File: config.mk
export PLATFORM = sky130hd
export DESIGN_NAME = spi_lane_engine
export DESIGN_NICKNAME = d
export VERILOG_FILES = /design/src/rtl/spi_lane_pkg.sv /design/src/rtl/spi_lane_regs.sv /design/src/rtl/spi_lane_shift.sv /design/src/rtl/spi_lane_engine.sv
export SDC_FILE = /design/constraint.sdc
export NUM_CORES = 1
export LEC_CHECK = 0
export BUFFER_PORTS_ARGS = -buffer_cell sky130_fd_sc_hd__buf_2
export CORE_MARGIN = 4
export CORE_UTILIZATION = 25
export DETAILED_ROUTE_END_ITERATION = 8
export PLACE_DENSITY = 0.5
export SYNTH_ARGS = -nofsm -noshare
export SYNTH_HDL_FRONTEND = slang
export SYNTH_SLANG_ARGS = --single-unit
File: constraint.sdc
create_clock -name clk -period 4.1 [get_ports clk]
set_input_delay 0.82 -clock clk [delete_from_list [all_inputs] [get_ports clk]]
set_output_delay 0.82 -clock clk [all_outputs]
set_load 0.05 [all_outputs]
File: src/rtl/spi_lane_pkg.sv
package spi_lane_pkg;
    localparam int WORD_W = 32;
    localparam int LANES = 8;
    localparam int CNT_W = $clog2(WORD_W + 1);

    localparam logic [7:0] A_CFG  = 8'h00;
    localparam logic [7:0] A_STAT = 8'h04;
    localparam logic [7:0] A_EN   = 8'h10;
    localparam logic [7:0] A_TX0  = 8'h14;
    localparam logic [7:0] A_TX3  = 8'h20;
    localparam logic [7:0] A_RX   = 8'h24;
    localparam logic [7:0] A_OP   = 8'h30;

    typedef enum logic [1:0] {
        LW1 = 2'd0,
        LW2 = 2'd1,
        LW4 = 2'd2,
        LW8 = 2'd3
    } lanew_e;

    function automatic logic [3:0] lane_num(lanew_e w);
        return 4'd1 << w;
    endfunction

    function automatic logic [LANES-1:0] lane_mask(logic [3:0] n);
        logic [LANES:0] m;
        m = (9'd1 << n) - 9'd1;
        return m[LANES-1:0];
    endfunction
endpackage

File: src/rtl/spi_lane_regs.sv
module spi_lane_regs
    import spi_lane_pkg::*;
#(
    parameter int DIV_W = 4
) (
    input  logic             clk,
    input  logic             rst_n,
    input  logic             wr,
    input  logic [7:0]       addr,
    input  logic [31:0]      wdata,
    output logic             cs_n,
    output logic             idle_lvl,
    output logic             en,
    output logic [DIV_W-1:0] div,
    output lanew_e           width,
    output logic             rd_mode,
    output logic             tx_req,
    output logic [2:0]       tx_bytes
);
    typedef struct packed {
        logic             cs_on;
        logic             cs_man;
        logic             idle;
        logic             en;
        logic [DIV_W-1:0] div;
        lanew_e           width;
        logic             rd;
    } regs_t;

    regs_t r_d, r_q;
    logic [7:0] off;
    logic unused_wdata;

    assign unused_wdata = ^wdata;

    always_comb begin
        r_d = r_q;
        if (wr) begin
            case (addr)
                A_CFG: begin
                    r_d.cs_on  = wdata[0];
                    r_d.cs_man = wdata[1];
                    r_d.idle   = wdata[16];
                    r_d.div    = wdata[8 +: DIV_W];
                end
                A_EN: r_d.en = wdata[0];
                A_OP: begin
                    r_d.width = lanew_e'(wdata[7:6]);
                    r_d.rd    = wdata[23];
                end
                default: ;
            endcase
        end
        off      = addr - A_TX0;
        tx_req   = wr && (addr >= A_TX0) && (addr <= A_TX3) && (off[1:0] == 2'b00);
        tx_bytes = (off[3:2] == 2'd0) ? 3'd4 : {1'b0, off[3:2]};
    end

    always_ff @(posedge clk) begin
        if (!rst_n) r_q <= '0;
        else        r_q <= r_d;
    end

    assign cs_n     = !(r_q.cs_on && r_q.cs_man);
    assign idle_lvl = r_q.idle;
    assign en       = r_q.en;
    assign div      = r_q.div;
    assign width    = r_q.width;
    assign rd_mode  = r_q.rd;
endmodule

File: src/rtl/spi_lane_shift.sv
module spi_lane_shift
    import spi_lane_pkg::*;
#(
    parameter int DIV_W = 4
) (
    input  logic              clk,
    input  logic              rst_n,
    input  logic              en,
    input  logic [DIV_W-1:0]  div,
    input  lanew_e            width,
    input  logic              rd_mode,
    input  logic              idle_lvl,
    input  logic              tx_req,
    input  logic [2:0]        tx_bytes,
    input  logic [WORD_W-1:0] tx_word,
    input  logic [LANES-1:0]  sio_i,
    input  logic              rx_pop,
    output logic              busy,
    output logic              sclk,
    output logic [LANES-1:0]  sio_o,
    output logic [LANES-1:0]  sio_oe,
    output logic [WORD_W-1:0] rx_word,
    output logic              rx_valid
);
    typedef struct packed {
        logic              busy;
        logic              sclk;
        logic [DIV_W-1:0]  cnt;
        logic [CNT_W-1:0]  left;
        lanew_e            wid;
        logic              rd;
        logic [WORD_W-1:0] tx;
        logic [WORD_W-1:0] rx;
        logic              rxv;
    } eng_t;

    eng_t s_d, s_q;
    lanew_e wid_e;
    logic rd_e;
    logic [3:0] nl;
    logic [LANES-1:0] lmask, smp, top_bits;

    always_comb begin
        wid_e = s_q.busy ? s_q.wid : width;
        rd_e  = s_q.busy ? s_q.rd : rd_mode;
        nl    = lane_num(wid_e);
        lmask = lane_mask(nl);
        smp   = (wid_e == LW1) ? {{(LANES-1){1'b0}}, sio_i[1]} : (sio_i & lmask);

        s_d = s_q;
        if (rx_pop) s_d.rxv = 1'b0;
        if (!s_q.busy) begin
            if (tx_req && en) begin
                s_d.busy = 1'b1;
                s_d.sclk = 1'b0;
                s_d.cnt  = '0;
                s_d.left = CNT_W'({tx_bytes, 3'b000});
                s_d.wid  = width;
                s_d.rd   = rd_mode;
                s_d.tx   = rd_mode ? '1 :
                           {tx_word[7:0], tx_word[15:8], tx_word[23:16], tx_word[31:24]};
                s_d.rx   = '0;
                s_d.rxv  = 1'b0;
            end
        end else if (en) begin
            if (s_q.cnt == div) begin
                s_d.cnt  = '0;
                s_d.sclk = !s_q.sclk;
                if (!s_q.sclk) begin
                    s_d.rx = (s_q.rx << nl) | {{(WORD_W-LANES){1'b0}}, smp};
                end else begin
                    s_d.tx   = s_q.tx << nl;
                    s_d.left = s_q.left - CNT_W'(nl);
                    if (s_q.left == CNT_W'(nl)) begin
                        s_d.busy = 1'b0;
                        s_d.rxv  = 1'b1;
                    end
                end
            end else begin
                s_d.cnt = s_q.cnt + 1'b1;
            end
        end

        top_bits = s_q.tx[WORD_W-1 -: LANES] >> (4'd8 - nl);
        if (s_q.busy) sio_o = (top_bits & lmask) | (idle_lvl ? ~lmask : '0);
        else          sio_o = {LANES{idle_lvl}};
        if (wid_e == LW1) sio_oe = {{(LANES-1){1'b0}}, 1'b1};
        else              sio_oe = rd_e ? '0 : lmask;
    end

    always_ff @(posedge clk) begin
        if (!rst_n) s_q <= '0;
        else        s_q <= s_d;
    end

    assign busy     = s_q.busy;
    assign sclk     = s_q.sclk;
    assign rx_word  = s_q.rx;
    assign rx_valid = s_q.rxv;
endmodule

File: src/rtl/spi_lane_engine.sv
module spi_lane_engine
    import spi_lane_pkg::*;
#(
    parameter int DIV_W = 4
) (
    input  logic        clk,
    input  logic        rst_n,
    input  logic        reg_wr,
    input  logic        reg_rd,
    input  logic [7:0]  reg_addr,
    input  logic [31:0] reg_wdata,
    output logic [31:0] reg_rdata,
    output logic        sclk,
    output logic        cs_n,
    output logic [7:0]  sio_o,
    output logic [7:0]  sio_oe,
    input  logic [7:0]  sio_i
);
    logic             idle_lvl, en, rd_mode, tx_req, busy, rx_valid, rx_pop;
    logic [DIV_W-1:0] div;
    lanew_e           width;
    logic [2:0]       tx_bytes;
    logic [31:0]      rx_word;

    assign rx_pop = reg_rd && (reg_addr == A_RX);

    spi_lane_regs #(.DIV_W(DIV_W)) u_regs (
        .clk(clk), .rst_n(rst_n), .wr(reg_wr), .addr(reg_addr), .wdata(reg_wdata),
        .cs_n(cs_n), .idle_lvl(idle_lvl), .en(en), .div(div), .width(width),
        .rd_mode(rd_mode), .tx_req(tx_req), .tx_bytes(tx_bytes)
    );

    spi_lane_shift #(.DIV_W(DIV_W)) u_shift (
        .clk(clk), .rst_n(rst_n), .en(en), .div(div), .width(width),
        .rd_mode(rd_mode), .idle_lvl(idle_lvl), .tx_req(tx_req), .tx_bytes(tx_bytes),
        .tx_word(reg_wdata), .sio_i(sio_i), .rx_pop(rx_pop), .busy(busy),
        .sclk(sclk), .sio_o(sio_o), .sio_oe(sio_oe), .rx_word(rx_word),
        .rx_valid(rx_valid)
    );

    always_comb begin
        case (reg_addr)
            A_STAT:  reg_rdata = {29'd0, rx_valid, 1'b0, !busy};
            A_RX:    reg_rdata = rx_word;
            default: reg_rdata = '0;
        endcase
    end
endmodule

## Word level (Yosys, flattened, before mapping)

Index checks and enable logic that the tools add are counted.

- Bits in registers: 91
- Bits in latches: 0
- Memory bits (writable): 0
- Bits in read-only memories: 0
- Bits of input ports: 52
- Output and inout bits: 50
- Logic and storage cells: 93
- Memories: 0

- Add/sub/neg operators: 5
- Multipliers: 0
- Divide/modulo/power cells: 0
- Order comparisons: 2
- Equality and inequality tests: 10
- Shift-type cells: 5
- Multiplexer cells: 27
- Bitwise logic cells: 6
- Reduce and logical (&&, ||, !) cells: 22

Operator list:

| kind | count |
|---|---|
| 2-to-1 mux 65 bit | 3 |
| 2-to-1 mux 32 bit | 3 |
| 2-to-1 mux 80 bit | 1 |
| one-hot mux 32 bit (2 select lines) | 1 |
| << shifter 32 x 4 -> 32 bit | 2 |
| 2-to-1 mux 8 bit | 5 |
| bitwise OR 32 x 8 -> 32 bit | 1 |
| 2-to-1 mux 12 bit | 2 |
| AND 8 bit | 2 |
| equality test 8 x 6 -> 1 bit (second input constant) | 2 |
| 2-to-1 mux 6 bit | 2 |
| AND reduction 2 bit | 5 |
| equality test 8 x 3 -> 1 bit (second input constant) | 1 |
| equality test 8 x 5 -> 1 bit (second input constant) | 1 |
| >= comparator 8 x 5 -> 1 bit (second input constant) | 1 |
| <= comparator 8 x 6 -> 1 bit (second input constant) | 1 |
| logical NOT 8 bit | 1 |
| inequality test 2 bit (second input constant) | 4 |
| NOT 8 bit | 1 |
| bitwise OR 8 bit | 1 |
| AND reduction 4 bit | 2 |
| << shifter 1 x 4 -> 8 bit (first input constant) | 1 |
| >> shifter 8 x 4 -> 8 bit | 1 |
| subtractor 8 x 1 -> 8 bit (second input constant) | 1 |
| other kinds (17) | 32 |

## Longest topological paths before layout

- Word-level depth: 11
- Mapped depth: 13
- Depth with buffers taken out: 11

## Modules after synthesis

A second synthesis with hierarchy kept.

- Cells, all modules: 879
- Area total of the unflattened synthesis: 6,640.1 um^2

By module, submodules not included:

| module | instances | cells an instance | area each (um^2) | seq. area each (um^2) |
|---|---|---|---|---|
| spi_lane_shift | 1 | 727 | 5,425.2 | 1,601.5 |
| spi_lane_regs | 1 | 74 | 618.1 | 220.2 |
| spi_lane_engine | 1 | 78 | 596.8 | 0.0 |

## Worst setup path after synthesis

Ideal clock, no wire load.

- Path type: register to output
- Start point: reg u_shift.s_q (netlist bit u_shift.busy)
- End point: out sio_o[1]
- Arrival time: 2.550 ns
- Data required time: 3.280 ns
- Path slack: 0.730 ns
- Cell stages (with the launch flop): 10
- Path buffers: 4
- Cell sequence: dfxtp_1 > buf_6 > mux2i_2 > buf_6 > buf_4 > buf_4 > a21oi_1 > nand2_1 > o21ai_0 > a21oi_1

- Longest elaborated chain between the ends: 8
- Elaborated cells between the ends (all ways): 11
- Those cells by class: add/sub (2); shift (3); mux (3); bitwise (3)

Ends and longest elaborated chain:

| what | line | RTL |
|---|---|---|
| from (decl) | spi_lane_shift.sv:37 | `eng_t s_d, s_q;` |
| from (signal assigned) | spi_lane_shift.sv:92 | `if (!rst_n) s_q <= '0;` |
| from (signal assigned) | spi_lane_shift.sv:93 | `else s_q <= s_d;` |
| branches (longest 7 deep; another with subtractor 4 bit) | n/a |  |
| 2-to-1 mux 8 bit (*) | spi_lane_shift.sv:85 | `if (s_q.busy) sio_o = (top_bits & lmask) \| (idle_lvl ? ~lmask : '0);` |
| to (decl) | spi_lane_engine.sv:15 | `output logic [7:0] sio_o,` |

Mark *: on every way between the ends.

## Worst setup path after layout

- Start point: reg u_shift.s_q (netlist bit u_shift.busy)
- End point: out sio_o[0]

Same word-level chain as after synthesis.

==> impl_metrics.csv <==
group,metric,value,unit
outcome,status,"finished, final reports clean",
route,top_layer,"met4",
power,irDropWorstVdd,0.158,mV
route,dr.pass1.iters,5,
synth,ys_seq_elements,91,
worst_setup_path,worst_setup_path_start_kind,"flip-flop",
clocking,clk_pin_slew,0.07,ns
hold_path,hp-class,"reg -> reg",
synth,synth.area.top_cells,"dfxtp_1 29%, mux4_2 7.2%, a21oi_1 6.3%, nand2_1 5.5%, nand3_1 4.6%",
power,p_sw,0.408,mW
floorplanning,die_y,167,um
global_route,track_usage,16.3,%
timing,fin_skew,0.00893,ns
power,report.power.total,1.81,mW
synth,synth_area_leader_cell,"dfxtp_1",
floorplanning,ios,102,
worst_setup_path,crit_required,3.28,ns
power,p_clk_share,47.4,%
timing,rsz0062_at_grt,"no",
synth,synth_top_area_share,29.0,%
placed_design,place_congestion,0.811,
worst_setup_path,worstSetupStartpoint,"u_shift.busy",
worst_setup_path,reg2regPathDepth,9,
floorplanning,coreArea,24500,um2
route,finalWirelength,23200,um
finish,final_common_cell,"buf_2",
timing,fin_crit_sh,86.7,%
power,comb_power_share,3.7,%
timing,slew_viol_final,0,
synth,syn_avg_cell_area,7.97,um2
clocking,clock_sinks,91,
worst_setup_path,path_max_fanout,62,
route,vias,6427,
worst_setup_path,endpoint_kind,"output port",
route,wl_met3,1250,um
synth,syn-num-nets,850,
worst_setup_path,cp-endpoint,"sio_o[0]",
clocking,cts_buffers,9,
route,route.detailed.drc,0,
synth,synth_top_flop_cell,"dfxtp_1",
hold_path,holdPathStages,2,
timing,max_slew_margin,45.2,%
run,drv_cap,0,
timing,finalSetupViolCount,0,
clocking,cts_root_buffer,"clkbuf_16",
timing,worst_slew_pin_slew,0.821,ns
timing,setup-tns-final,0,ns
worst_setup_path,reg2reg_to,"u_shift.s_q[71]",
synth,yosys_warnings,0,
timing,hold_slack,0.466,ns
power,sw_frac_of_total,22.6,%
timing,hold_viol_final,0,
synth,synth_edf_count,0,
timing,fmax,281,MHz
floorplanning,initial_utilization,25.6,%
placed_design,io_buffers,101,
route,viasPerCell,5.47,
route,ant_nets,0,
power,seqPwrFrac,48.9,%
clocking,clockBufferDepth,2,
global_route,antenna_found_initial,0,
clocking,tritoncts,"yes",
route,drt_iter0_drc,536,
finish,diodes,0,
clocking,cts_setup_buffers,0,
clocking,cts_resized,0,
clocking,postCtsHoldBufs,0,
floorplanning,dieArea,27700,um2
finish,layout-drive-gt1-share,19.9,%
global_route,grt_pass1_wl,36700,um
global_route,grt_max_degree,63,
floorplanning,die_x,167,um
synth,ys_types,64,
worst_setup_path,crit_arrival,2.73,ns
global_route,grt_pass1_vias,6197,
finish,most-common-layout-cells,"101 x buf_2, 92 x nand2_1, 91 x dfxtp_1, 79 x a21oi_1, 58 x nand3_1",
synth,synth.yosys.seq_area_share,29.0,%
finish,fin_nets,907,
power,power_density,248,nW/um2
global_route,grt.overflow.total,0,
synth,synthArstFlopShare,0,%
timing,period_minus_slack,3.55,ns
clocking,clock_latency,0.35,ns
worst_setup_path,r2r_setup_slack,0.92,ns
route,wl_met1,11000,um
power,intPower,1.40,mW
placed_design,hpwl,16000,um
finish,area_growth,16.1,%
clocking,cts_max_level,3,
synth,synth_area,6290,um2
route,wl_per_cell,19.7,um
synth,syn-instance-count,789,
worst_setup_path,path_class,"reg -> out",
worst_setup_path,reg2reg_from,"u_shift.busy",
power,p_leak,2.90,nW
floorplanning,rows,57,
route,dr_wl_met2,10500,um
finish,fin_util,29.8,%
## per-stage QoR
step                area (um2)  setup WS, ns  std cells
global route              7300         0.351       1175
detailed placement        7010         0.860       1159
floorplan                 6290         0.730        789
finish                    7300         0.545       1175
global placement          7010         0.886       1159
CTS                       7300         0.554       1175
## how the worst min path moves through the flow
stage                                    from                  end  slack [ns]
final                         u_shift.s_q[65]      u_shift.s_q[65]        0.47
after global routing      u_shift.rx_word[31]  u_shift.rx_word[31]        0.49
after CTS                     u_shift.s_q[65]      u_shift.s_q[65]        0.47
after detailed placement      u_shift.s_q[65]      u_shift.s_q[65]        0.46
after global placement        u_shift.s_q[65]      u_shift.s_q[65]        0.45
after floorplan               u_shift.s_q[65]      u_shift.s_q[65]        0.43
## power by group through the flow
stage / logic (mW) / clock network (mW) / registers [mW]
2_1_floorplan: 0.0267 / 0 / 0.904
3_3_place_gp: 0.0692 / 0 / 0.904
3_5_place_dp: 0.0684 / 0 / 0.904
4_1_cts: 0.0685 / 0.871 / 0.884
5_1_grt: 0.0737 / 0.906 / 0.883
6_report: 0.0676 / 0.857 / 0.884
## cell usage after synthesis (16+ instances only)
cell      count
nand2_1      92
nor3_1       32
o21ai_0      33
dfxtp_1      91
nand3_1      58
buf_2        16
clkbuf_1     42
mux4_2       20
and2_1       31
o21ai_1      21
mux2i_1      20
o31ai_1      20
nor2_1       56
a21oi_1      79
## cell families (layout without fill, tap and decap cells)
family	count (synthesis)	in the layout	synth area share (%)
xor gates and xnor gates	5	5	0.697
and+or+nand+nor	306	306	23.6
muxes	50	50	13.6
DFF	91	91	29.0
AOI/OAI and AO/OA	240	240	24.4
adders and majority gates	9	9	1.91
buffers and inverters	88	150	6.71
## worst max-delay path: stages (launching register included)
cell and delay, ns:
dfxtp_1 0.74, mux2i_4 0.35, buf_4 0.64, nand3_1 0.14, o2111ai_1 0.15, nand2_1 0.10, buf_2 0.22
## state kept, by name, indices dropped and copies added, names as in the netlist
name	flops
u_regs.idle_lvl	1
u_regs.rd_mode	1
u_shift.sclk	1
u_regs.r_q	2
u_regs.width	2
u_shift.busy	1
u_shift.rx_valid	1
u_regs.en	1
u_shift.rx_word	32
u_regs.div	4
u_shift.s_q	45
## per-layer routing
metal / track usage (%) / vias up
met3: 2.28 / 26
met4: 5.44 / 0
met5: 0 / -
met2: 25.2 / 221
met1: 23.4 / 3121
li1: - / 3059
## final cells by class
| class | instances | area [um2] |
|---|---|---|
| clock buffers | 14 | 254 |
| inverters | 12 | 45.0 |
| flip-flops and latches | 91 | 1820 |
| multi-input cells | 610 | 4060 |
| clock inverters | 2 | 35.0 |
| repair buffers | 122 | 676 |
| well taps | 324 | 405 |
| fillers | 2711 | 17200 |
No activity file was read; power rests on OpenSTA's default activity.
